--- config.mk ---
export PLATFORM = sky130hd
export DESIGN_NAME = serial_nvm_target
export DESIGN_NICKNAME = d
export VERILOG_FILES = /design/src/rtl/nvm_pkg.sv /design/src/rtl/nvm_in_sync.sv /design/src/rtl/nvm_prog_timer.sv /design/src/rtl/nvm_array.sv /design/src/rtl/serial_nvm_target.sv
export SDC_FILE = /design/constraint.sdc
export NUM_CORES = 2
export LEC_CHECK = 0
export CAP_MARGIN = 20
export CORE_MARGIN = 2
export CORE_UTILIZATION = 60
export CTS_BUF_LIST = sky130_fd_sc_hd__clkbuf_8
export DETAILED_ROUTE_END_ITERATION = 16
export PLACE_DENSITY = 0.74
export SLEW_MARGIN = 0
export SYNTH_ARGS = -nofsm -noshare
export SYNTH_HDL_FRONTEND = slang
export SYNTH_HIERARCHICAL = 1
export SYNTH_SLANG_ARGS = --single-unit
--- constraint.sdc ---
create_clock -name clk -period 10.75 [get_ports clk]
set_input_delay 1.075 -clock clk [delete_from_list [all_inputs] [get_ports clk]]
set_output_delay 1.075 -clock clk [all_outputs]
set_load 0.1 [all_outputs]
--- src/rtl/nvm_pkg.sv ---
package nvm_pkg;

    localparam int WORD_W   = 16;
    localparam int BYTE_W   = 8;
    localparam int WORDS    = 64;
    localparam int IDX_W    = $clog2(WORDS);
    localparam int ADR_W    = IDX_W + 1;
    localparam int BITCNT_W = $clog2(WORD_W);

    typedef enum logic [2:0] {
        PH_IDLE, PH_OPC, PH_ADR, PH_DAT, PH_RD, PH_ARM
    } phase_t;

    typedef enum logic [2:0] {
        CMD_NONE, CMD_READ, CMD_WRITE, CMD_ERASE,
        CMD_ERALL, CMD_WRALL, CMD_WEN, CMD_WDIS
    } cmd_t;

    typedef struct packed {
        logic              en;
        logic              all;
        logic [IDX_W-1:0]  idx;
        logic [WORD_W-1:0] data;
        logic [WORD_W-1:0] mask;
    } wr_req_t;

    function automatic cmd_t decode_cmd(input logic [1:0] opc, input logic [1:0] ext);
        cmd_t c;
        case (opc)
            2'b10:   c = CMD_READ;
            2'b01:   c = CMD_WRITE;
            2'b11:   c = CMD_ERASE;
            default: begin
                case (ext)
                    2'b11:   c = CMD_WEN;
                    2'b00:   c = CMD_WDIS;
                    2'b10:   c = CMD_ERALL;
                    default: c = CMD_WRALL;
                endcase
            end
        endcase
        return c;
    endfunction

    function automatic logic is_prog(input cmd_t c);
        return (c == CMD_WRITE) || (c == CMD_ERASE) || (c == CMD_ERALL) || (c == CMD_WRALL);
    endfunction

    // Byte lane for the narrow organization: address bit 0 picks the upper byte.
    function automatic logic [WORD_W-1:0] lane_mask(input logic wide, input logic hi);
        if (wide)    return '1;
        else if (hi) return {{BYTE_W{1'b1}}, {BYTE_W{1'b0}}};
        else         return {{BYTE_W{1'b0}}, {BYTE_W{1'b1}}};
    endfunction

    function automatic logic [WORD_W-1:0] spread(input logic wide, input logic [WORD_W-1:0] d);
        return wide ? d : {d[BYTE_W-1:0], d[BYTE_W-1:0]};
    endfunction

endpackage

--- src/rtl/nvm_in_sync.sv ---
module nvm_in_sync #(
    parameter int N      = 3,
    parameter int STAGES = 2
) (
    input  logic         clk,
    input  logic         rst,
    input  logic [N-1:0] din,
    output logic [N-1:0] lvl
);
    logic [N-1:0] chain [STAGES];

    for (genvar s = 0; s < STAGES; s++) begin : g_stage
        always_ff @(posedge clk) begin
            if (rst) chain[s] <= '0;
            else     chain[s] <= (s == 0) ? din : chain[(s == 0) ? 0 : s - 1];
        end
    end

    assign lvl = chain[STAGES-1];
endmodule

--- src/rtl/nvm_prog_timer.sv ---
module nvm_prog_timer #(
    parameter int CYCLES = 250000
) (
    input  logic clk,
    input  logic rst,
    input  logic start,
    output logic busy
);
    localparam int CW = $clog2(CYCLES + 1);
    logic [CW-1:0] cnt;

    always_ff @(posedge clk) begin
        if (rst) begin
            busy <= 1'b0;
            cnt  <= '0;
        end else if (start && !busy) begin
            busy <= 1'b1;
            cnt  <= '0;
        end else if (busy) begin
            if (cnt == CW'(CYCLES - 1)) busy <= 1'b0;
            cnt <= cnt + 1'b1;
        end
    end

    assert_start_when_idle_R11: assert property (@(posedge clk) disable iff (rst)
        start |-> !busy);
    assert_cycle_bounded_R9: assert property (@(posedge clk) disable iff (rst)
        busy |-> (cnt < CW'(CYCLES)));
endmodule

--- src/rtl/nvm_array.sv ---
module nvm_array
    import nvm_pkg::*;
(
    input  logic              clk,
    input  wr_req_t           req,
    input  logic [IDX_W-1:0]  rd_idx,
    output logic [WORD_W-1:0] rd_word
);
    logic [WORD_W-1:0] mem [WORDS];

    always_ff @(posedge clk) begin
        for (int i = 0; i < WORDS; i++) begin
            if (req.en && (req.all || req.idx == IDX_W'(i)))
                mem[i] <= (mem[i] & ~req.mask) | (req.data & req.mask);
        end
    end

    assign rd_word = mem[rd_idx];
endmodule

--- src/rtl/serial_nvm_target.sv ---
module serial_nvm_target
    import nvm_pkg::*;
#(
    parameter int PROG_CYCLES = 250000
) (
    input  logic clk,
    input  logic rst,
    input  logic org_wide_i,
    input  logic cs_i,
    input  logic sck_i,
    input  logic sdi_i,
    output logic sdo_o,
    output logic sdo_oe_o
);
    logic [2:0] pins;
    logic cs_lvl, sck_lvl, di, cs_prev, sck_prev;
    logic cs_fall, cs_rise, sck_rise;

    nvm_in_sync #(.N(3), .STAGES(2)) u_sync (
        .clk(clk), .rst(rst), .din({sdi_i, sck_i, cs_i}), .lvl(pins));
    assign {di, sck_lvl, cs_lvl} = pins;

    always_ff @(posedge clk) begin
        if (rst) begin
            cs_prev  <= 1'b0;
            sck_prev <= 1'b0;
        end else begin
            cs_prev  <= cs_lvl;
            sck_prev <= sck_lvl;
        end
    end
    assign cs_fall  = cs_prev & ~cs_lvl;
    assign cs_rise  = ~cs_prev & cs_lvl;
    assign sck_rise = ~sck_prev & sck_lvl;

    phase_t               phase;
    cmd_t                 pend;
    logic [BITCNT_W-1:0]  cnt;
    logic [1:0]           opc;
    logic [ADR_W-1:0]     adr;
    logic [WORD_W-1:0]    dat, rd_sh;
    logic                 wen_q, ld_q, rd_do_q, stat_vis, oe_q, t_busy;
    logic                 wide;
    logic [BITCNT_W-1:0]  adr_last, dat_last;
    logic [ADR_W-1:0]     adr_n;
    logic [1:0]           ext;
    cmd_t                 dec;
    logic [WORD_W-1:0]    rd_word;
    logic [IDX_W-1:0]     word_idx;
    wr_req_t              wr;
    logic                 commit;

    assign wide     = org_wide_i;
    assign adr_last = wide ? BITCNT_W'(IDX_W - 1) : BITCNT_W'(ADR_W - 1);
    assign dat_last = wide ? BITCNT_W'(WORD_W - 1) : BITCNT_W'(BYTE_W - 1);
    assign adr_n    = {adr[ADR_W-2:0], di};
    assign ext      = wide ? adr_n[IDX_W-1:IDX_W-2] : adr_n[ADR_W-1:ADR_W-2];
    assign dec      = decode_cmd(opc, ext);
    assign word_idx = wide ? adr[IDX_W-1:0] : adr[ADR_W-1:1];
    assign commit   = cs_fall && (phase == PH_ARM);

    always_comb begin
        wr = '0;
        if (commit && is_prog(pend) && wen_q && !t_busy) begin
            wr.en  = 1'b1;
            wr.idx = word_idx;
            case (pend)
                CMD_WRITE: begin wr.data = spread(wide, dat); wr.mask = lane_mask(wide, adr[0]); end
                CMD_ERASE: begin wr.data = '1;                wr.mask = lane_mask(wide, adr[0]); end
                CMD_ERALL: begin wr.all = 1'b1; wr.data = '1; wr.mask = '1; end
                default:   begin wr.all = 1'b1; wr.data = spread(wide, dat); wr.mask = '1; end
            endcase
        end
    end

    nvm_array u_array (.clk(clk), .req(wr), .rd_idx(word_idx), .rd_word(rd_word));

    nvm_prog_timer #(.CYCLES(PROG_CYCLES)) u_timer (
        .clk(clk), .rst(rst), .start(wr.en), .busy(t_busy));

    always_ff @(posedge clk) begin
        if (rst) begin
            phase    <= PH_IDLE;
            pend     <= CMD_NONE;
            cnt      <= '0;
            opc      <= '0;
            adr      <= '0;
            dat      <= '0;
            rd_sh    <= '0;
            wen_q    <= 1'b0;
            ld_q     <= 1'b0;
            rd_do_q  <= 1'b0;
            stat_vis <= 1'b0;
            oe_q     <= 1'b0;
        end else begin
            oe_q <= cs_lvl && (phase == PH_RD || stat_vis);
            if (commit && pend == CMD_WEN)  wen_q <= 1'b1;
            if (commit && pend == CMD_WDIS) wen_q <= 1'b0;
            if (cs_rise && t_busy) stat_vis <= 1'b1;
            if (!cs_lvl) begin
                phase    <= PH_IDLE;
                stat_vis <= 1'b0;
                ld_q     <= 1'b0;
            end else begin
                case (phase)
                    PH_IDLE: if (sck_rise && di && !t_busy) begin
                        phase    <= PH_OPC;
                        cnt      <= '0;
                        stat_vis <= 1'b0;
                    end
                    PH_OPC: if (sck_rise) begin
                        opc <= {opc[0], di};
                        cnt <= cnt + 1'b1;
                        if (cnt == BITCNT_W'(1)) begin
                            phase <= PH_ADR;
                            cnt   <= '0;
                        end
                    end
                    PH_ADR: if (sck_rise) begin
                        adr <= adr_n;
                        cnt <= cnt + 1'b1;
                        if (cnt == adr_last) begin
                            if (wide) adr <= {1'b0, adr_n[IDX_W-1:0]};
                            pend <= dec;
                            cnt  <= '0;
                            case (dec)
                                CMD_READ: begin
                                    phase   <= PH_RD;
                                    rd_do_q <= 1'b0;
                                    ld_q    <= 1'b1;
                                end
                                CMD_WRITE, CMD_WRALL: phase <= PH_DAT;
                                default:              phase <= PH_ARM;
                            endcase
                        end
                    end
                    PH_DAT: if (sck_rise) begin
                        dat <= {dat[WORD_W-2:0], di};
                        cnt <= cnt + 1'b1;
                        if (cnt == dat_last) phase <= PH_ARM;
                    end
                    PH_RD: begin
                        if (ld_q) begin
                            ld_q  <= 1'b0;
                            rd_sh <= wide ? rd_word
                                   : {(adr[0] ? rd_word[WORD_W-1:BYTE_W] : rd_word[BYTE_W-1:0]),
                                      {BYTE_W{1'b0}}};
                        end else if (sck_rise) begin
                            rd_do_q <= rd_sh[WORD_W-1];
                            rd_sh   <= {rd_sh[WORD_W-2:0], 1'b0};
                            cnt     <= cnt + 1'b1;
                            if (cnt == dat_last) begin
                                cnt  <= '0;
                                ld_q <= 1'b1;
                                adr  <= wide ? {1'b0, adr[IDX_W-1:0] + 1'b1} : adr + 1'b1;
                            end
                        end
                    end
                    default: ;
                endcase
            end
        end
    end

    assign sdo_oe_o = oe_q;
    assign sdo_o    = oe_q & ((phase == PH_RD) ? rd_do_q : !t_busy);

    assert_hiz_deselect_R10: assert property (@(posedge clk) disable iff (rst)
        !cs_lvl |=> !sdo_oe_o);
    assert_locked_no_cycle_R6: assert property (@(posedge clk) disable iff (rst)
        $rose(t_busy) |-> $past(wen_q));
    assert_quiet_while_busy_R11: assert property (@(posedge clk) disable iff (rst)
        t_busy |-> (phase == PH_IDLE));
    assert_dummy_zero_R4: assert property (@(posedge clk) disable iff (rst)
        $rose(phase == PH_RD) |-> !rd_do_q);
endmodule

==> impl_metrics.toml <==
[timing]
min_period_ps = 5560
fmax_mhz = 180
rsz0062_at_grt = "no"
hold_violations = 0
slew_headroom_pct = 13.2
skew_ps = 42.9
fin_setup_tns_ps = 0
post-route-period-util_pct = 51.7
drv_slew = 0
worst_pin_slew_ps = 1300
fin_ws_ps = 5190
setup_viol = 0

[clock_network]
cts_resized = 0
ctsHoldBuffers = 0
cts_sinks = 1107
post_cts_buffers = 0
clkTransAtPathRegs_ps = 60
numCtsBuffers = 178
cts-root-buf = "clkbuf_8"
cts_tree = "built"
clk_path_buf_depth = 3
cts.htree.levels = 4
clock_latency_ps = 860

[die]
initial_core_util_pct = 60.5
io_pins = 8
die_y_um = 297
fp.dieW_um = 297
core_area_um2 = 85100
die-area_um2 = 88300
placementRows = 107

[grt]
gr-usage-met2_pct = 44.4
grt.overflow.total = 0
antenna_found_initial = 6
grtUsageMet3_pct = 5.40
grtUsageTotal_pct = 28.4
grt_start_max_net_pins = 349
grt_first_pass_wirelength_um = 185000
grt_pass1_vias = 29700
grt.busiest_layer = "met2"
use_met1_pct = 40.2

[logic_synthesis]
async_reset_ff_share_pct = 0
synthFlopType = "edfxtp_1"
ys_warn_count = 6
synth_edf_count = 1024
synth.distinct_cells = 81
synth_nets = 3571
syn_area_per_cell_um2 = 14.5
netlist.area_leader.share_pct = 59.7
synth-seq-cells = 1107
syn_area_um2 = 51500
yosysSeqAreaShare_pct = 62.9
synth.area.top_cells = "edfxtp_1, and2_1, mux4_2"
yosysTopAreaCell = "edfxtp_1"
synth_cells = 3561

[placed_design]
io_buffers = 7
post-dp-hpwl_um = 69700
dp_slack_ps = 4660
place_congestion = 0.977

[worst_setup_path]
critPathSlowestCell = "mux2_8"
cp_data_required_time_ps = 11460
path_delay_family = "multiplexers"
worst-path-buf-inv = 3
arrival_ps = 6260
end_kind = "register"
critPathLaunchType = "primary input"
crit_chain = "clkdlybuf4s50_1 > buf_4 > mux2_8 > buf_12 > mux4_2 > mux2i_1 > a211oi_1 > o21ai_1 > o21ai_1 > mux2i_1 > a211oi_1 > a21oi_1 > nor2_1"
crit_type = "in -> reg"
max_stage_delay_ps = 740
crit_fanout = 129

[power_and_ir_drop]
cellPowerDensity_nw_per_um2 = 144
worst_ir_drop_vdd_mv = 0.112
leakage_nw = 17.8

[run_status]
run_status = "finished, final reports clean"

[job]
maxCapViolCount = 0

[detailed_routing]
dr.pass1.iters = 7
vias = 30200
finalWirelength_um = 125000
drtIter0Drc = 4116
vias_per_cell = 6.32
wire_per_inst_um = 26.2
ant_nets = 0
drc = 0

[cells_and_area]
layout-drive-gt1-share_pct = 16.8
fillers = 6113
final-seq-area_um2 = 32400
layout.nets = 3502
layout_common_cells = "and2_1, edfxtp_1, mux4_2"
final_common_cell = "and2_1"
area_growth_pct = 7.77
multi_input_area_um2 = 17800

[min_path]
hold_class = "reg -> reg"
-- routing by layer --
layer	share of wire (%)	vias to the layer above
li1	-	12900
met1	40	15500
met2	47	1501
met3	9.8	255
met4	3.1	0
met5	0	-
-- where the power goes --
part           switching [mW]  internal, mW  leakage, nW
Sequential            0.00118          4.63         10.2
Combinational          0.0106       0.00590         5.66
Clock                    1.66          1.67         1.95
-- logic make-up (layout without fill, tap and decap cells) --
group           after synthesis  in the layout  share of synthesized area [%]
other cells                   0              5                              0
flops                      1107           1107                           62.9
xor+xnor                     16             16                          0.272
compound gates              321            321                           3.74
buf+inv                     327            400                           3.10
simple gates               1436           1436                           16.6
fa+ha+maj                     4              4                         0.0971
mux                         350            350                           13.3
-- worst paths after layout --
check | depth (start not counted) | to | startpoint | slack (ps)
worst max-delay path | 13 | rd_sh[9] | org_wide_i | 5190
worst min-delay path | 1 | u_sync/chain[1][0] | u_sync/chain[0][0] | 450
worst max register to register | 10 | register | phase[0] | 5400
worst min register to register | 1 | u_sync/chain[1][0] | u_sync/chain[0][0] | 450
-- synthesized netlist by cell type, drive strengths merged, types with 3 or more instances --
cell,n
mux2,12
dfxtp,83
mux2i,74
and2,1031
a2111o,4
nor3,37
xor2,10
nand2,67
o21ai,72
clkbuf,206
nor3b,4
o22ai,20
or3b,4
a221oi,7
or3,14
nor4,6
mux4,264
o211a,4
o21a,22
nand3b,4
a22o,5
ha,4
a31oi,4
o221ai,5
nand4,11
o31ai,5
or4,4
nand2b,19
nor2b,64
nand3,16
and3b,3
nor2,129
a211oi,21
buf,108
inv,12
and4,5
or2,6
xnor2,6
a21oi,136
edfxtp,1024
-- cell type report --
type	count	share of cell area, %
Sequential cell	1107	58.4
Clock buffer	188	4.66
Inverter	12	0.0834
Multi-Input combinational cell	2127	32.1
Timing Repair Buffer	66	1.04
Antenna cell	5	0.0225
Tap cell	1144	2.58
Clock inverter	134	1.18
-- stage by stage --
stage	area, um^2	util, %	hold WS, ps	instances	total power [mW]
final	55500	65.2	453	4783	7.98
after global routing	55500	65.2	468	4779	8.21
after CTS	55500	65.2	455	4777	8.03
after detailed placement	52300	61.4	433	4455	4.74
after global placement	52200	61.4	437	4454	4.74
after floorplan	51500	-	414	3561	4.74
Power figures use the tool's default switching activity.
